===== src/rtl/cfg_dpram_pkg.sv =====
package cfg_dpram_pkg;
  typedef enum int {
    MODE_SINGLE      = 0,
    MODE_SIMPLE_DUAL = 1,
    MODE_TRUE_DUAL   = 2,
    MODE_ROM         = 3
  } ram_mode_e;

  // own-port read of the word being written
  typedef enum int {
    RDW_NEW_MASKED = 0,  // unwritten lanes undefined
    RDW_NEW_KEEP   = 1,  // unwritten lanes keep stored data
    RDW_OLD        = 2   // whole word as before the write
  } rdw_same_e;

  // read of a word the other port writes in the same cycle
  typedef enum int {
    MIX_DONT_CARE = 0,
    MIX_NEW       = 1,
    MIX_OLD       = 2
  } rdw_mix_e;

  function automatic bit port_writes(ram_mode_e m, bit is_b);
    if (m == MODE_ROM) return 1'b0;
    if (is_b) return m == MODE_TRUE_DUAL;
    return 1'b1;
  endfunction

  function automatic bit port_reads(ram_mode_e m, bit is_b);
    if (is_b) return (m == MODE_SIMPLE_DUAL) || (m == MODE_TRUE_DUAL);
    return m != MODE_SIMPLE_DUAL;
  endfunction
endpackage


===== src/rtl/dpram_store.sv =====
module dpram_store #(
  parameter int DATA_W = 16,
  parameter int ADDR_W = 4,
  parameter int BE_W   = 2,
  localparam int LANE_W = DATA_W / BE_W,
  localparam int DEPTH  = 1 << ADDR_W
) (
  input  logic              clk,
  input  logic              a_wr,
  input  logic [ADDR_W-1:0] a_addr,
  input  logic [DATA_W-1:0] a_wdata,
  input  logic [BE_W-1:0]   a_be,
  input  logic              b_wr,
  input  logic [ADDR_W-1:0] b_addr,
  input  logic [DATA_W-1:0] b_wdata,
  input  logic [BE_W-1:0]   b_be,
  output logic [DATA_W-1:0] a_old,
  output logic [DATA_W-1:0] b_old
);
  logic [DATA_W-1:0] mem [DEPTH];

  initial begin
    for (int i = 0; i < DEPTH; i++) mem[i] = '0;
  end

  // B lanes first, so A wins on a same-word collision
  always_ff @(posedge clk) begin
    for (int l = 0; l < BE_W; l++) begin
      if (b_wr && b_be[l]) mem[b_addr][l*LANE_W +: LANE_W] <= b_wdata[l*LANE_W +: LANE_W];
      if (a_wr && a_be[l]) mem[a_addr][l*LANE_W +: LANE_W] <= a_wdata[l*LANE_W +: LANE_W];
    end
  end

  assign a_old = mem[a_addr];
  assign b_old = mem[b_addr];
endmodule


===== src/rtl/dpram_rd_port.sv =====
module dpram_rd_port import cfg_dpram_pkg::*; #(
  parameter int        DATA_W     = 16,
  parameter int        BE_W       = 2,
  parameter bit        CAN_READ   = 1'b1,
  parameter bit        OUT_REG    = 1'b0,
  parameter bit        ACLR_OUT   = 1'b1,
  parameter bit        ACLR_ADDR  = 1'b0,
  parameter bit        CE_IN_BYP  = 1'b0,
  parameter bit        CE_OUT_BYP = 1'b0,
  parameter rdw_same_e SAME       = RDW_NEW_KEEP,
  parameter rdw_mix_e  MIX        = MIX_OLD,
  parameter bit        FZ         = 1'b0,
  localparam int LANE_W = DATA_W / BE_W
) (
  input  logic              clk,
  input  logic              aclr,
  input  logic              ce_in,
  input  logic              ce_out,
  input  logic              re,
  input  logic              we,       // effective own write this cycle
  input  logic [DATA_W-1:0] wdata,
  input  logic [BE_W-1:0]   be,
  input  logic [DATA_W-1:0] old_word,
  input  logic              x_hit,    // other port writes this word
  input  logic [DATA_W-1:0] x_wdata,
  input  logic [BE_W-1:0]   x_be,
  output logic [DATA_W-1:0] rdata
);
  logic              cap, ce_o, rd_req, clr1, clr2;
  logic [DATA_W-1:0] merged;
  logic [DATA_W-1:0] word_q = '0;
  logic              vld_q  = 1'b0;
  logic [DATA_W-1:0] out_w;
  logic              ovld;

  assign cap    = CE_IN_BYP  || ce_in;
  assign ce_o   = CE_OUT_BYP || ce_out;
  assign rd_req = cap && re && CAN_READ;
  assign clr1   = aclr && (ACLR_ADDR || (ACLR_OUT && !OUT_REG));
  assign clr2   = aclr && ACLR_OUT && OUT_REG;

  always_comb begin
    merged = old_word;
    for (int l = 0; l < BE_W; l++) begin
      if (we && be[l]) begin
        if (SAME != RDW_OLD) merged[l*LANE_W +: LANE_W] = wdata[l*LANE_W +: LANE_W];
      end else if (x_hit && x_be[l] && MIX == MIX_NEW) begin
        merged[l*LANE_W +: LANE_W] = x_wdata[l*LANE_W +: LANE_W];
      end
    end
  end

  always_ff @(posedge clk or posedge clr1) begin
    if (clr1) begin
      word_q <= '0;
      vld_q  <= 1'b0;
    end else if (cap) begin
      vld_q <= rd_req;
      if (rd_req) word_q <= merged;
    end
  end

  a_r7_no_capture: assert property (@(posedge clk) disable iff (aclr)
    !cap |=> ($stable(word_q) && $stable(vld_q)));
  a_r4_old_word: assert property (@(posedge clk) disable iff (aclr)
    (rd_req && we && SAME == RDW_OLD) |=> word_q == $past(old_word));
  a_r3_full_write: assert property (@(posedge clk) disable iff (aclr)
    (rd_req && we && be == '1 && SAME != RDW_OLD) |=> word_q == $past(wdata));
  a_r5_mixed_new: assert property (@(posedge clk) disable iff (aclr)
    (rd_req && !we && x_hit && x_be == '1 && MIX == MIX_NEW) |=> word_q == $past(x_wdata));

  generate
    if (OUT_REG) begin : g_oreg
      logic [DATA_W-1:0] out_q = '0;
      logic              ovld_q = 1'b0;
      always_ff @(posedge clk or posedge clr2) begin
        if (clr2) begin
          out_q  <= '0;
          ovld_q <= 1'b0;
        end else if (ce_o) begin
          out_q  <= word_q;
          ovld_q <= vld_q;
        end
      end
      assign out_w = out_q;
      assign ovld  = ovld_q;
      a_r8_out_hold: assert property (@(posedge clk) disable iff (aclr)
        !ce_o |=> ($stable(out_q) && $stable(ovld_q)));
    end else begin : g_direct
      logic unused_ce;
      assign unused_ce = ce_o ^ clr2;
      assign out_w = word_q;
      assign ovld  = vld_q;
      if (FZ) begin : g_fz_chk
        a_r6_idle_zero: assert property (@(posedge clk) disable iff (aclr)
          (cap && !re) |=> rdata == '0);
      end
    end
  endgenerate

  assign rdata = (FZ && !ovld) ? '0 : out_w;
endmodule


===== src/rtl/cfg_dpram.sv =====
module cfg_dpram import cfg_dpram_pkg::*; #(
  parameter ram_mode_e MODE        = MODE_TRUE_DUAL,
  parameter int        DATA_W      = 16,
  parameter int        ADDR_W      = 4,
  parameter int        BYTE_W      = 8,
  parameter bit        OUT_REG_A   = 1'b0,
  parameter bit        OUT_REG_B   = 1'b1,
  parameter bit        ACLR_OUT_A  = 1'b1,
  parameter bit        ACLR_OUT_B  = 1'b1,
  parameter bit        ACLR_ADDR_A = 1'b1,
  parameter bit        CE_IN_BYP_A = 1'b0,
  parameter bit        CE_IN_BYP_B = 1'b0,
  parameter bit        CE_OUT_BYP_A = 1'b0,
  parameter bit        CE_OUT_BYP_B = 1'b0,
  parameter rdw_same_e RDW_A       = RDW_NEW_KEEP,
  parameter rdw_same_e RDW_B       = RDW_OLD,
  parameter rdw_mix_e  RDW_MIX     = MIX_NEW,
  parameter bit        FORCE_ZERO  = 1'b1,
  localparam int BE_W = DATA_W / BYTE_W
) (
  input  logic              clk,
  input  logic              aclr,
  input  logic              a_ce_in,
  input  logic              a_ce_out,
  input  logic [ADDR_W-1:0] a_addr,
  input  logic [DATA_W-1:0] a_wdata,
  input  logic [BE_W-1:0]   a_be,
  input  logic              a_we,
  input  logic              a_re,
  output logic [DATA_W-1:0] a_rdata,
  input  logic              b_ce_in,
  input  logic              b_ce_out,
  input  logic [ADDR_W-1:0] b_addr,
  input  logic [DATA_W-1:0] b_wdata,
  input  logic [BE_W-1:0]   b_be,
  input  logic              b_we,
  input  logic              b_re,
  output logic [DATA_W-1:0] b_rdata
);
  localparam bit WR_A = port_writes(MODE, 1'b0);
  localparam bit WR_B = port_writes(MODE, 1'b1);
  localparam bit RD_A = port_reads(MODE, 1'b0);
  localparam bit RD_B = port_reads(MODE, 1'b1);

  generate
    if (!(BYTE_W == 5 || BYTE_W == 8 || BYTE_W == 9 || BYTE_W == 10) || (DATA_W % BYTE_W) != 0) begin : g_bad_byte
      $error("cfg_dpram: lane width must be 5, 8, 9 or 10 and divide the data width");
    end
    if (RDW_MIX == MIX_NEW && MODE != MODE_TRUE_DUAL) begin : g_bad_mix
      $error("cfg_dpram: cross-port new-data needs true dual-port mode");
    end
  endgenerate

  logic              a_wr, b_wr, a_hit, b_hit;
  logic [DATA_W-1:0] a_old, b_old;

  assign a_wr  = WR_A && (CE_IN_BYP_A || a_ce_in) && a_we;
  assign b_wr  = WR_B && (CE_IN_BYP_B || b_ce_in) && b_we;
  assign a_hit = b_wr && (b_addr == a_addr);
  assign b_hit = a_wr && (a_addr == b_addr);

  dpram_store #(.DATA_W(DATA_W), .ADDR_W(ADDR_W), .BE_W(BE_W)) u_store (
    .clk(clk),
    .a_wr(a_wr), .a_addr(a_addr), .a_wdata(a_wdata), .a_be(a_be),
    .b_wr(b_wr), .b_addr(b_addr), .b_wdata(b_wdata), .b_be(b_be),
    .a_old(a_old), .b_old(b_old)
  );

  dpram_rd_port #(
    .DATA_W(DATA_W), .BE_W(BE_W), .CAN_READ(RD_A), .OUT_REG(OUT_REG_A),
    .ACLR_OUT(ACLR_OUT_A), .ACLR_ADDR(ACLR_ADDR_A), .CE_IN_BYP(CE_IN_BYP_A),
    .CE_OUT_BYP(CE_OUT_BYP_A), .SAME(RDW_A), .MIX(RDW_MIX), .FZ(FORCE_ZERO)
  ) u_port_a (
    .clk(clk), .aclr(aclr), .ce_in(a_ce_in), .ce_out(a_ce_out), .re(a_re),
    .we(a_wr), .wdata(a_wdata), .be(a_be), .old_word(a_old),
    .x_hit(a_hit), .x_wdata(b_wdata), .x_be(b_be), .rdata(a_rdata)
  );

  dpram_rd_port #(
    .DATA_W(DATA_W), .BE_W(BE_W), .CAN_READ(RD_B), .OUT_REG(OUT_REG_B),
    .ACLR_OUT(ACLR_OUT_B), .ACLR_ADDR(1'b0), .CE_IN_BYP(CE_IN_BYP_B),
    .CE_OUT_BYP(CE_OUT_BYP_B), .SAME(RDW_B), .MIX(RDW_MIX), .FZ(FORCE_ZERO)
  ) u_port_b (
    .clk(clk), .aclr(aclr), .ce_in(b_ce_in), .ce_out(b_ce_out), .re(b_re),
    .we(b_wr), .wdata(b_wdata), .be(b_be), .old_word(b_old),
    .x_hit(b_hit), .x_wdata(a_wdata), .x_be(a_be), .rdata(b_rdata)
  );
endmodule


===== config.mk =====
export PLATFORM = sky130hd
export DESIGN_NAME = cfg_dpram
export DESIGN_NICKNAME = d
export VERILOG_FILES = /design/src/rtl/cfg_dpram_pkg.sv /design/src/rtl/dpram_store.sv /design/src/rtl/dpram_rd_port.sv /design/src/rtl/cfg_dpram.sv
export SDC_FILE = /design/constraint.sdc
export NUM_CORES = 1
export LEC_CHECK = 0
export ABC_AREA = 1
export BUFFER_PORTS_ARGS = -buffer_cell sky130_fd_sc_hd__buf_2
export CORE_AREA = 2 2 176 307
export CTS_CLUSTER_SIZE = 20
export DETAILED_ROUTE_END_ITERATION = 8
export DIE_AREA = 0 0 178 309
export GPL_ROUTABILITY_DRIVEN = 1
export REMOVE_ABC_BUFFERS = 1
export SETUP_SLACK_MARGIN = 0.2
export SLEW_MARGIN = 20
export SYNTH_ARGS = -nofsm -noshare
export SYNTH_HDL_FRONTEND = slang
export SYNTH_SLANG_ARGS = --single-unit

===== constraint.sdc =====
create_clock -name clk -period 1.2 [get_ports clk]
set_input_delay 0.18 -clock clk [delete_from_list [all_inputs] [get_ports clk]]
set_output_delay 0.18 -clock clk [all_outputs]
set_load 0.05 [all_outputs]

==> run_summary.xml <==
<?xml version="1.0" encoding="UTF-8"?>
<metrics>
  <group name="run_status">
    <metric name="status" unit="">complete, but fails checks</metric>
    <metric name="failing_checks" unit="">setup timing</metric>
  </group>
  <group name="timing">
    <metric name="finalClockSkew" unit="ns">0.0190</metric>
    <metric name="slew_viol_final" unit="">0</metric>
    <metric name="final_min_period_over_clock_period" unit="%">140</metric>
    <metric name="clock.fmax" unit="MHz">594</metric>
    <metric name="setup_violations" unit="">74</metric>
    <metric name="whs" unit="ns">0.00785</metric>
    <metric name="final.setup.tns" unit="ns">-20.67</metric>
    <metric name="worst_rel_slew_slack" unit="%">64.8</metric>
    <metric name="hold_violations" unit="">0</metric>
    <metric name="final_critical_path_setup_slack" unit="ns">-0.482</metric>
    <metric name="worst_slew_pin_slew" unit="ns">0.524</metric>
    <metric name="setup_repair_after_global_routing_missed_its_margin" unit="">yes</metric>
    <metric name="finalCriticalPeriod" unit="ns">1.68</metric>
  </group>
  <group name="floorplan">
    <metric name="placement_rows" unit="">111</metric>
    <metric name="fp.coreArea" unit="sq mm">0.0524</metric>
    <metric name="start_util" unit="%">34.7</metric>
    <metric name="die-area" unit="sq mm">0.0550</metric>
    <metric name="top_level_ports" unit="">86</metric>
    <metric name="die_height" unit="microns">309</metric>
    <metric name="floorplan.die.width" unit="microns">178</metric>
  </group>
  <group name="route">
    <metric name="remaining_drc_errors" unit="">0</metric>
    <metric name="antenna_violating_nets_left" unit="">0</metric>
    <metric name="drt-total-wl" unit="microns">86000</metric>
    <metric name="drtIter0Drc" unit="">2188</metric>
    <metric name="drtPass1Iterations" unit="">7</metric>
    <metric name="avg_vias_per_cell" unit="">5.68</metric>
    <metric name="route.vias.total" unit="">19400</metric>
    <metric name="average_wire_length_per_cell_after_detail_routing" unit="microns">25.1</metric>
  </group>
  <group name="placed_design">
    <metric name="hpwlAfterDp" unit="microns">56200</metric>
    <metric name="buffer_ports.inserted" unit="">84</metric>
    <metric name="place.gp.congestion" unit="">0.973</metric>
  </group>
  <group name="pwr">
    <metric name="total_leakage_power" unit="nW">12.0</metric>
    <metric name="vdd.ir_drop.worst" unit="V">0.000889</metric>
    <metric name="power.density_cell_area" unit="mW/mm^2">1080</metric>
    <metric name="fin_total_pwr" unit="mW">28.2</metric>
  </group>
  <group name="cells_and_area">
    <metric name="num-fill-cells" unit="">4681</metric>
    <metric name="num_antenna_cells" unit="">0</metric>
    <metric name="layout-area-overhead-vs-synth" unit="%">43.5</metric>
    <metric name="utilization" unit="%">49.8</metric>
    <metric name="nets" unit="">2778</metric>
    <metric name="drive_gt1_share" unit="%">32.0</metric>
  </group>
  <group name="synthesis">
    <metric name="synth.most_common_cell" unit="">sky130_fd_sc_hd__nand2_1</metric>
    <metric name="synth_area_leader_cell" unit="">sky130_fd_sc_hd__edfxtp_1</metric>
    <metric name="synth.avg_cell_area" unit="sq um">7.53</metric>
    <metric name="ys_top_cells_by_area" unit="">sky130_fd_sc_hd__edfxtp_1 (45%), sky130_fd_sc_hd__nand2_1 (25%), sky130_fd_sc_hd__o21ai_0 (7.9%)</metric>
    <metric name="synth_cells" unit="">2410</metric>
    <metric name="cell_area_after_technology_mapping" unit="sq mm">0.0182</metric>
    <metric name="yosys_register_bits" unit="">307</metric>
    <metric name="yosys_warnings" unit="">0</metric>
    <metric name="asyncSetResetFlopFracSynth" unit="%">11.1</metric>
    <metric name="synth-edff-count" unit="">273</metric>
    <metric name="synth_common_cells" unit="">sky130_fd_sc_hd__nand2_1 (1214), sky130_fd_sc_hd__o21ai_0 (285), sky130_fd_sc_hd__edfxtp_1 (273)</metric>
    <metric name="number_of_distinct_standard_cells_referenced_by_the_synthesized_netlist" unit="">26</metric>
    <metric name="synth_top_cell_area_share" unit="%">45.2</metric>
    <metric name="most_common_flop_cell_mapped_by_yosys" unit="">sky130_fd_sc_hd__edfxtp_1</metric>
    <metric name="synth_sequential_area_ratio" unit="%">49.8</metric>
  </group>
  <group name="setup_path">
    <metric name="setup.worst_path.start_class" unit="">flop</metric>
    <metric name="critPathArrivalTime" unit="ns">1.50</metric>
    <metric name="critical_path_data_required_time" unit="ns">1.02</metric>
    <metric name="worstSetupEndpointType" unit="">output port</metric>
    <metric name="ws_path_type" unit="">flop to output port</metric>
    <metric name="crit_fanout" unit="">4</metric>
  </group>
  <group name="clock_network">
    <metric name="clock_tree.buffer_depth" unit="">3</metric>
    <metric name="worst_setup_hold_path_clk_slew" unit="ns">0.06</metric>
    <metric name="cts_num_sinks" unit="">307</metric>
    <metric name="cts_tree" unit="">yes</metric>
    <metric name="cts-root-buf" unit="">sky130_fd_sc_hd__clkbuf_16</metric>
    <metric name="clk_latency_worst_skew_pair" unit="ns">0.60</metric>
    <metric name="cts_inserted_buffers" unit="">30</metric>
    <metric name="ctsHtreeMaxLevel" unit="">1</metric>
  </group>
  <group name="grt">
    <metric name="grt_max_degree" unit="">35</metric>
    <metric name="antenna_found_initial" unit="">0</metric>
    <metric name="grt_overflow" unit="">0</metric>
    <metric name="grt_first_pass_wirelength" unit="microns">118000</metric>
    <metric name="track_usage" unit="%">29.9</metric>
    <metric name="vias_in_the_first_global_route" unit="">19100</metric>
  </group>
  <group name="min_path">
    <metric name="hold_path_class" unit="">input pin to flop</metric>
  </group>
  <group name="flow_run">
    <metric name="maxCapViolations" unit="">0</metric>
  </group>
</metrics>
## per-layer routing
layer	wire length (microns)	part of all wire [%]	up-vias	track usage (%)
met1	25500	30	9100	28.6
met5	0	0	-	0
met4	10700	12	0	30.3
li1	-	-	8581	-
met2	42900	50	1234	52.8
met3	6940	8.1	523	4.51
## cell type report
type / instances / area, sq um / share of cell area [%]
flip-flops and latches: 307 / 9050 / 34.7
clock buffers: 42 / 827 / 3.17
clock inverters: 12 / 168 / 0.643
repair buffers: 469 / 5370 / 20.6
well taps: 678 / 848 / 3.26
multi-input cells: 1831 / 9440 / 36.2
inverters: 85 / 357 / 1.37
## registers in the layout (all words and copies together) (netlist names)
name	count
u_port_b.g_oreg.out_q	16
u_port_b.vld_q	1
u_port_b.g_oreg.ovld_q	1
u_store.mem	256
u_port_a.ovld	1
u_port_a.out_w	16
u_port_b.word_q	16
## report_power, final
part           total [mW]  internal, mW  switching [mW]  leakage (nW)
Sequential           12.2          12.0           0.262          2.89
Combinational        6.08          2.45            3.63          8.62
Clock                9.93          5.65            4.28         0.483
Total                28.2          20.1            8.17          12.0
## what timing repair did
item	CTS	global route
hold buffers	23	0
gates cloned	12	15
endpoints found under the hold margin	63	0
setup buffers	26	26
resized for setup	377	389
endpoints found under the setup margin	576	573
pin swaps	155	121
## critical path: stages, from the launching register on
cell and delay, ns:
sky130_fd_sc_hd__dfrtp_2 0.47, sky130_fd_sc_hd__clkbuf_16 0.19, sky130_fd_sc_hd__nand2_4 0.07, sky130_fd_sc_hd__inv_2 0.04, sky130_fd_sc_hd__buf_6 0.14
## cell families (layout without fill, tap and decap cells)
group,count (synthesis),after routing,synth area share [%]
AOI/OAI and AO/OA,434,434,13.3
xor gates and xnor gates,4,4,0.193
and+or+nand+nor,1376,1376,29.4
DFF,307,307,49.8
muxes,17,17,1.05
buffers and inverters,272,608,6.25
## through the flow
stage / worst slack [ns] / instance area [sq um] / std cells
after global routing: -0.504 / 26100 / 3424
after floorplan: -2.29 / 17300 / 2223
final: -0.482 / 26100 / 3424
after detailed placement: -0.938 / 21400 / 3268
after global placement: -0.965 / 21400 / 3268
after CTS: -0.444 / 24400 / 3383
## cells in the final DEF, fill, tap and decap left out, types with 10 or more instances in the layout
master	Yosys	routed
sky130_fd_sc_hd__nand2_4	0	50
sky130_fd_sc_hd__buf_4	3	193
sky130_fd_sc_hd__nand2_1	1214	1004
sky130_fd_sc_hd__a22oi_1	96	75
sky130_fd_sc_hd__inv_1	80	48
sky130_fd_sc_hd__dlygate4sd3_1	0	23
sky130_fd_sc_hd__nand3_1	39	31
sky130_fd_sc_hd__edfxtp_1	273	273
sky130_fd_sc_hd__inv_2	5	31
sky130_fd_sc_hd__buf_8	0	42
sky130_fd_sc_hd__nand4_1	16	16
sky130_fd_sc_hd__buf_12	0	70
sky130_fd_sc_hd__mux2_2	17	17
sky130_fd_sc_hd__nor2_2	4	11
sky130_fd_sc_hd__clkbuf_1	83	10
sky130_fd_sc_hd__nand2_2	3	156
sky130_fd_sc_hd__o21ai_0	285	195
sky130_fd_sc_hd__nor2_1	92	62
sky130_fd_sc_hd__buf_2	72	48
sky130_fd_sc_hd__a21oi_1	24	18
sky130_fd_sc_hd__clkbuf_16	0	41
sky130_fd_sc_hd__buf_6	1	70
sky130_fd_sc_hd__a22oi_2	0	21
sky130_fd_sc_hd__nor2_4	4	27
sky130_fd_sc_hd__o21ai_1	27	72
sky130_fd_sc_hd__o21ai_2	0	40
sky130_fd_sc_hd__dfrtp_1	34	33
## path summary, 6_finish.rpt
kind	from	to	slack [ns]	cells past startpoint
hold reg to reg	u_port_b.word_q[1]	u_port_b.g_oreg.out_q[1]	0.48	1
setup reg to reg	u_store.mem[4][14]	u_port_b.word_q[14]	-0.46	7
setup / recovery	u_port_a.ovld	a_rdata[9]	-0.48	4
max in group asynchronous	aclr	u_port_a.out_w[9]	0.78	4
min in group asynchronous	aclr	u_port_b.g_oreg.ovld_q	0.20	4
hold / removal	b_wdata[7]	u_store.mem[7][7]	0.008	3
(Power assumes the default switching activity.)
